===== config.mk =====
export PLATFORM = sky130hd
export DESIGN_NAME = dual_evtcnt
export DESIGN_NICKNAME = d
export VERILOG_FILES = /design/src/rtl/dual_evtcnt_pkg.sv /design/src/rtl/dual_evtcnt_ctrl.sv /design/src/rtl/dual_evtcnt_lane.sv /design/src/rtl/dual_evtcnt.sv
export SDC_FILE = /design/constraint.sdc
export NUM_CORES = 1
export LEC_CHECK = 0
export BUFFER_PORTS_ARGS = -buffer_cell sky130_fd_sc_hd__buf_2
export CAP_MARGIN = 20
export CELL_PAD_IN_SITES_DETAIL_PLACEMENT = 2
export CELL_PAD_IN_SITES_GLOBAL_PLACEMENT = 2
export CORE_MARGIN = 8
export CORE_UTILIZATION = 27
export CTS_BUF_LIST = sky130_fd_sc_hd__clkbuf_2
export CTS_CLUSTER_DIAMETER = 100
export DETAILED_ROUTE_END_ITERATION = 7
export GPL_ROUTABILITY_DRIVEN = 0
export GPL_TIMING_DRIVEN = 1
export PLACE_DENSITY = 0.77
export SETUP_SLACK_MARGIN = 0.4
export SKIP_LAST_GASP = 1
export SLEW_MARGIN = 40
export SYNTH_ARGS = -nofsm -noshare
export SYNTH_HDL_FRONTEND = slang
export SYNTH_SLANG_ARGS = --single-unit

===== constraint.sdc =====
create_clock -name clk -period 2.1 [get_ports clk]
set_input_delay 0.21 -clock clk [delete_from_list [all_inputs] [get_ports clk]]
set_output_delay 0.21 -clock clk [all_outputs]
set_load 0.03 [all_outputs]

===== src/rtl/dual_evtcnt_pkg.sv =====
package dual_evtcnt_pkg;

  localparam int CTR_W    = 32;
  localparam int NUM_CTR  = 2;
  localparam int SEL_W    = 4;
  localparam int NUM_EVT  = 1 << SEL_W;
  localparam int MODE_W   = 2;
  localparam int NUM_MODE = 1 << MODE_W;
  localparam int CTL_W    = NUM_MODE + 1 + NUM_CTR * SEL_W;
  localparam int DATA_W   = NUM_CTR * CTR_W;
  localparam int FLAG_BIT = CTR_W - 1;
  localparam int IEN_BIT  = NUM_MODE;

  typedef enum logic [MODE_W-1:0] {
    PRIV_EXC  = 2'd0,
    PRIV_KERN = 2'd1,
    PRIV_SUPV = 2'd2,
    PRIV_USER = 2'd3
  } priv_e;

  // Layout from MSB: counter selects (highest counter first), irq enable, mode enables.
  typedef struct packed {
    logic [NUM_CTR-1:0][SEL_W-1:0] sel;
    logic                          irq_en;
    logic [NUM_MODE-1:0]           mode_en;
  } ctl_t;

  function automatic logic mode_gate(input logic [NUM_MODE-1:0] en,
                                     input logic [MODE_W-1:0]   mode);
    return en[mode];
  endfunction

  function automatic logic [CTR_W-1:0] count_next(input logic [CTR_W-1:0] cur,
                                                  input logic             ld,
                                                  input logic [CTR_W-1:0] ld_val,
                                                  input logic             inc);
    logic [CTR_W-1:0] nxt;
    nxt = cur;
    if (inc) nxt = cur + {{(CTR_W-1){1'b0}}, 1'b1};
    if (ld)  nxt = ld_val;
    return nxt;
  endfunction

  function automatic logic flag_of(input logic [CTR_W-1:0] cnt);
    return cnt[FLAG_BIT];
  endfunction

endpackage


===== src/rtl/dual_evtcnt_ctrl.sv =====
module dual_evtcnt_ctrl
  import dual_evtcnt_pkg::*;
(
  input  logic              clk,
  input  logic              rst_n,
  input  logic              ld_ctl,
  input  logic [CTL_W-1:0]  ld_val,
  input  logic [MODE_W-1:0] priv_mode,
  output ctl_t              ctl_q,
  output logic              mode_ok
);

  always_ff @(posedge clk) begin
    if (!rst_n)      ctl_q <= '0;
    else if (ld_ctl) ctl_q <= ctl_t'(ld_val);
  end

  assign mode_ok = mode_gate(ctl_q.mode_en, priv_mode);

endmodule


===== src/rtl/dual_evtcnt_lane.sv =====
module dual_evtcnt_lane
  import dual_evtcnt_pkg::*;
#(
  parameter int LANE_W = CTR_W,
  parameter int LANE_SEL_W = SEL_W,
  localparam int LANE_EVT = 1 << LANE_SEL_W
) (
  input  logic                  clk,
  input  logic                  rst_n,
  input  logic [LANE_EVT-1:0]   evt,
  input  logic [LANE_SEL_W-1:0] sel,
  input  logic                  mode_ok,
  input  logic                  ld,
  input  logic [LANE_W-1:0]     ld_val,
  output logic [LANE_W-1:0]     cnt_q,
  output logic                  inc
);

  logic evt_hit;

  assign evt_hit = evt[sel];
  assign inc     = evt_hit & mode_ok;

  always_ff @(posedge clk) begin
    if (!rst_n) cnt_q <= '0;
    else        cnt_q <= count_next(cnt_q, ld, ld_val, inc);
  end

endmodule


===== src/rtl/dual_evtcnt.sv =====
module dual_evtcnt
  import dual_evtcnt_pkg::*;
(
  input  logic              clk,
  input  logic              rst_n,
  input  logic              reg_wr,
  input  logic              reg_sel,
  input  logic [DATA_W-1:0] reg_wdata,
  output logic [DATA_W-1:0] reg_rdata,
  input  logic [NUM_EVT-1:0] evt_in,
  input  logic [MODE_W-1:0] priv_mode,
  output logic              irq
);

  ctl_t                          ctl_q;
  logic                          mode_ok;
  logic                          ld_ctl;
  logic                          ld_cnt;
  logic [NUM_CTR-1:0][CTR_W-1:0] cnt_q;
  logic [NUM_CTR-1:0]            cnt_inc;
  logic [NUM_CTR-1:0]            cnt_flag;
  logic                          any_flag;

  assign ld_ctl = reg_wr & ~reg_sel;
  assign ld_cnt = reg_wr &  reg_sel;

  dual_evtcnt_ctrl u_ctrl (
    .clk       (clk),
    .rst_n     (rst_n),
    .ld_ctl    (ld_ctl),
    .ld_val    (reg_wdata[CTL_W-1:0]),
    .priv_mode (priv_mode),
    .ctl_q     (ctl_q),
    .mode_ok   (mode_ok)
  );

  for (genvar k = 0; k < NUM_CTR; k++) begin : g_lane
    dual_evtcnt_lane #(
      .LANE_W     (CTR_W),
      .LANE_SEL_W (SEL_W)
    ) u_lane (
      .clk     (clk),
      .rst_n   (rst_n),
      .evt     (evt_in),
      .sel     (ctl_q.sel[k]),
      .mode_ok (mode_ok),
      .ld      (ld_cnt),
      .ld_val  (reg_wdata[k*CTR_W +: CTR_W]),
      .cnt_q   (cnt_q[k]),
      .inc     (cnt_inc[k])
    );
    assign cnt_flag[k] = flag_of(cnt_q[k]);
  end

  assign any_flag  = |cnt_flag;
  assign irq       = any_flag & ctl_q.irq_en;
  assign reg_rdata = reg_sel ? cnt_q : {{(DATA_W-CTL_W){1'b0}}, ctl_q};

endmodule


# After elaboration in Yosys (flattened, before gate mapping)

Cells that the tools add are included.

Input port bits: 86
Output and inout port bits: 65
Bits in registers: 77
Logic and storage cells: 31

Reduce and logical (&&, ||, !) cells: 3
Bitwise gates (word level): 6
Muxes and demuxes: 11
$add $sub $neg: 2
Magnitude comparators: 3

Operators by type and width:

| kind                    | number |
|---|---|
| $mux W32                | 4 |
| $add A32 B1 Y32 const B | 2 |
| $mux W64                | 1 |
| $lt A4 B5 Y1 const B    | 2 |
| $bmux W1 S4             | 2 |
| $and A1 B1 Y1           | 5 |
| $reduce_bool A2 Y1      | 2 |
| $lt A2 B3 Y1 const B    | 1 |
| $mux W1                 | 3 |
| $bmux W1 S2             | 1 |
| $reduce_or A2 Y1        | 1 |
| $not A1 Y1              | 1 |

# Depth between registers and ports, before layout

Depth after elaboration: 5
Mapped depth: 9
Depth with buffers taken out: 6

# Modules after synthesis

From an unflattened synthesis, not the netlist that was laid out.

Cell total of the unflattened synthesis: 809
Area total of the unflattened synthesis: 6,172.2 um^2

Modules (own cells, without submodules):

| module           | sequential area each (um^2) | instances | cells an instance | area an instance (um^2) |
|---|---|---|---|---|
| dual_evtcnt_lane | 640.6                       | 2         | 346               | 2,542.4 |
| dual_evtcnt      | 0.0                         | 1         | 74                | 558.0 |
| dual_evtcnt_ctrl | 260.2                       | 1         | 43                | 529.3 |

# Least setup slack after synthesis

No wires, ideal clock.

Kind: register to register
Start: reg, netlist name u_ctrl.ctl_q[9]
End: reg g_lane[1].u_lane.cnt_q[30]
Library setup time: 0.118 ns
Period minus slack after synthesis: 2.011 ns
Stages on the path, launching flop included: 8
Buffers on the path: 1
Path slack: 0.089 ns
Data arrival time: 1.893 ns
Cell sequence: dfxtp_1 buf_6 mux2i_1 and3_4 nor4_4 nor2_2 or4_1 o2111a_1

Cells in the longest elaborated chain, start to end: 4

Ends and longest elaborated chain:

| element                       | RTL line               | text |
|---|---|---|
| $bmux W1 S4                   | dual_evtcnt_lane.sv:21 | `assign evt_hit = evt[sel];` |
| $mux W1 (not written as such) | dual_evtcnt_lane.sv:21 |  |
| $and A1 B1 Y1                 | dual_evtcnt_lane.sv:22 | `assign inc = evt_hit & mode_ok;` |
| $reduce_bool A2 Y1 (no line)  | --                     |  |
| end signal, assigned          | dual_evtcnt_lane.sv:26 | `else cnt_q <= count_next(cnt_q, ld, ld_val, inc);` |
| end, declared                 | dual_evtcnt_lane.sv:15 | `output logic [LANE_W-1:0] cnt_q,` |

No other way between the ends. The select of a mux whose other input is x is not followed.
A chain may end at the register's enable or synchronous reset.

# Worst setup path after layout

Start: reg, netlist name u_ctrl.ctl_q[2]
End: reg g_lane[1].u_lane.cnt_q[24]

Cells in the longest elaborated chain, start to end: 4

Ends and longest elaborated chain:

| element                       | RTL line               | text |
|---|---|---|
| $bmux W1 S2                   | dual_evtcnt_pkg.sv:30  | `return en[mode];` |
| $mux W1 (not written as such) | dual_evtcnt_pkg.sv:30  |  |
| $and A1 B1 Y1                 | dual_evtcnt_lane.sv:22 |  |
| $reduce_bool A2 Y1 (no line)  | --                     |  |

No other way between the ends. The select of a mux whose other input is x is not followed.

==> summary.md <==
| Metric | Value |
|---|---|
| CTS tree | done |
| Worst Reg-to-Reg Cells | 9 |
| Min Tclk post-route | 2.40 ns |
| Area leader, netlist | dfxtp_1 |
| Post-place setup slack | -0.331 ns |
| Synth area leaders | dfxtp_1 (32%), o21ai_0 (9.3%), and2_1 (7.0%) |
| Pin count of the biggest net entering global routing | 85 |
| DP HPWL | 16.0 mm |
| Fillers | between 1500 and 2000 |
| RSZ-0062 raised after global routing | true |
| WS Path Type | reg2reg |
| Vias after detailed routing | 6279 |
| Final nets | around 1000 |
| Pleak | approximately 3.3 nW |
| Final WS setup | -0.299 ns |
| Final Core Density | between 40% and 50% |
| Slew margin rel. | a little over two fifths |
| Post-route ant nets | 0 |
| Failing checks | negative setup slack |
| PD cells | around 420 nW/µm² |
| Worst-path clk slew | around 0.26 ns |
| Total chip power | about 0.0036 W |
| Mapped Nets | slightly below 700 |
| Max Cap Violations | 0 |
| Die height | approximately 150 µm |
| Fin area | 8560 µm² |
| CTS Buffer Depth | 2 |
| Comb pwr share | between 30% and 40% |
| Run status | finished with violations |
| Post-synth EDFFs | 0 |
| Max Fanout on Critical Path | 7 |
| Share of flip-flops with an asynchronous set or reset | 0% |
| Fmax | roughly 0.42 GHz |
| Vias in the first global route | between 7000 and 8000 |
| CP endpoint kind | register |
| CP required | ~2.6 ns |
| Synth Instances | between 600 and 700 |
| CTS H-Tree Depth | 3 |
| GRT Total Usage | a little under a quarter |
| Gr ovfl total | 0 |
| Synth Cell Area | about 4800 µm² |
| Clock skew | roughly 0.038 ns |
| Root Buffer | clkbuf_2 |
| Path type of the worst min-delay path | in2reg |
| Starting Density | between 20% and 30% |
| First DRT Iteration DRCs | 249 |
| CP Launch Type | register |
| Length of the first detailed-routing pass in iterations | 4 |
| Predominant post-synthesis flop cell | dfxtp_1 |
| Drt drc | 0 |
| Mean post-synth cell area | between 7 and 8 µm² |
| Layout cell share with drive strength beyond 1 | between 40% and 50% |
| Row count | 49 |
| Clock power frac | 21.2% |
| # diodes | 0 |
| Slew @ Worst Pin | 0.845 ns |
| DP Area | around 6400 µm² |
| # clock sinks | 77 |
| Multi-input logic area | around 3700 µm² |
| Tcrit/Tclk final | 114% |
| DR WL/cell | roughly 26 µm |
| Hold path depth | 3 |
| Initial antenna violation count | 0 |
| First-pass GRT wire length | 40.2 mm |
| Final hold violation count | 0 |
| Post-route setup TNS | -9.66 ns |
| Worst skew pair latency | ~0.62 ns |
| Vias per inst | 5.50 |
| Register area | ~1600 µm² |
| Post-synth top area share | a little under a third |
| Area Growth Syn to Fin | 76.8% |
| Die area | roughly 22000 µm² |
| Sw frac | a little under two fifths |
| Inserted Clock Buffers | 9 |
| Crit path DAT | between 2 and 3 ns |
| I/O pin total | ~150 |
| Maximum vdd drop | ~0.0002 V |
| Port Buffers | 150 |
| Commonest non-fill, non-tap cell in the layout | buf_2 |
| Core Box Area | around 18000 µm² |
| Net switching power | roughly 0.0014 W |
| Sequential power share | between 40% and 50% |
| Most frequent cells in the layout | buf_2 (130), o21ai_0 (77), dlygate4sd3_1 (64), buf_4 (62), buf_6 (58) |
| Synth cell types | 53 |
| Final wirelength | ~30 mm |
| # setup viols final | a little over 60 |
| Cell-internal power | 0.00224 W |
| Yosys reg bits | 77 |
| Register area share after synthesis | a little under a third |
| Slew Limit Fails | 0 |
| Warnings from Yosys | 0 |
| Die W | between 100 and 150 µm |
==> layout make-up <==
type / instances / share of cell area (%)
Tap cell: 229 / 3.35
Sequential cell: 77 / 19.0
Inverter: 7 / 0.307
Timing Repair Buffer: 335 / 32.8
Clock buffer: 11 / 0.643
Clock inverter: 4 / 0.190
Multi-Input combinational cell: 478 / 43.7
==> through the flow <==
stage / cells / hold slack [ns]
2_1_floorplan: 605 / 0.347
3_3_place_gp: 1003 / 0.480
3_5_place_dp: 1003 / 0.484
4_1_cts: 1108 / 0.0215
5_1_grt: 1141 / 0.00724
6_report: 1141 / 0.0216
==> state kept, by name, summed over array words and instances (netlist names) <==
register / count
u_ctrl.ctl_q: 13
g_lane.u_lane.cnt_q: 64
==> critical path, cell delays in order (launching register included) <==
cell and delay (ns):
dfxtp_2 0.40, mux4_2 0.34, o211ai_1 0.20, nor4_4 0.31, buf_4 0.19, buf_8 0.14, buf_6 0.14, o2111ai_4 0.11
or2_0 0.28, a31oi_1 0.23
==> layer usage <==
layer	part of all wire, %	track usage, %	routed length (µm)	up-vias
met5	0	0	0	-
met4	4.1	11.2	1240	0
met3	3.7	4.02	1120	78
met2	53	42.0	16000	183
met1	39	24.7	11700	3158
li1	-	-	-	2860
==> timing repair <==
item	CTS	global route
resized for setup	127	126
setup buffers	24	30
hold buffers	64	0
cloned	2	3
endpoints found under the hold margin	76	0
pin swaps	49	73
setup endpoints to repair	86	96
==> cells in the mapped netlist, types with 7 or more instances <==
| master | number |
|---|---|
| xor2_1 | 25 |
| and3_1 | 8 |
| mux2i_1 | 13 |
| nand2_1 | 48 |
| dfxtp_1 | 77 |
| inv_1 | 7 |
| nand3_1 | 19 |
| a21boi_0 | 14 |
| o21ai_0 | 90 |
| a21oi_1 | 31 |
| and2_1 | 54 |
| nor2_1 | 7 |
| or3_1 | 27 |
| clkbuf_1 | 33 |
| nand4_1 | 9 |
| o2111ai_1 | 18 |
| buf_2 | 7 |
| a31oi_1 | 32 |
| mux2_2 | 15 |
==> power by group through the flow <==
stage	logic (W)	clock network [W]	registers (W)
2_1_floorplan	0.000436	0	0.00167
3_3_place_gp	0.000746	0	0.00169
3_5_place_dp	0.000778	0	0.00170
4_1_cts	0.000963	0.000752	0.00168
5_1_grt	0.00121	0.000829	0.00171
6_report	0.00115	0.000769	0.00170
==> kinds of logic (layout without fill, tap and decap cells) <==
| logic type | Yosys count | count (layout) | synth area share, % |
|---|---|---|---|
| and+or+nand+nor | 204 | 204 | 24.5 |
| DFF | 77 | 77 | 31.9 |
| buffers and inverters | 52 | 357 | 4.60 |
| adders and majority gates | 2 | 2 | 0.517 |
| xor gates and xnor gates | 28 | 28 | 5.07 |
| muxes | 29 | 29 | 6.64 |
| AOI/OAI and AO/OA | 213 | 215 | 26.9 |
==> final timing paths <==
path                            slack, ns                        from                         end
worst max-delay path                -0.30             u_ctrl.ctl_q[2]  g_lane[1].u_lane.cnt_q[24]
worst min-delay path                 0.02               reg_wdata[50]  g_lane[1].u_lane.cnt_q[18]
worst max register to register      -0.30             u_ctrl.ctl_q[2]  g_lane[1].u_lane.cnt_q[24]
worst min register to register       0.54  g_lane[0].u_lane.cnt_q[31]  g_lane[0].u_lane.cnt_q[31]
Note: power is estimated with default switching activity, not from simulation.
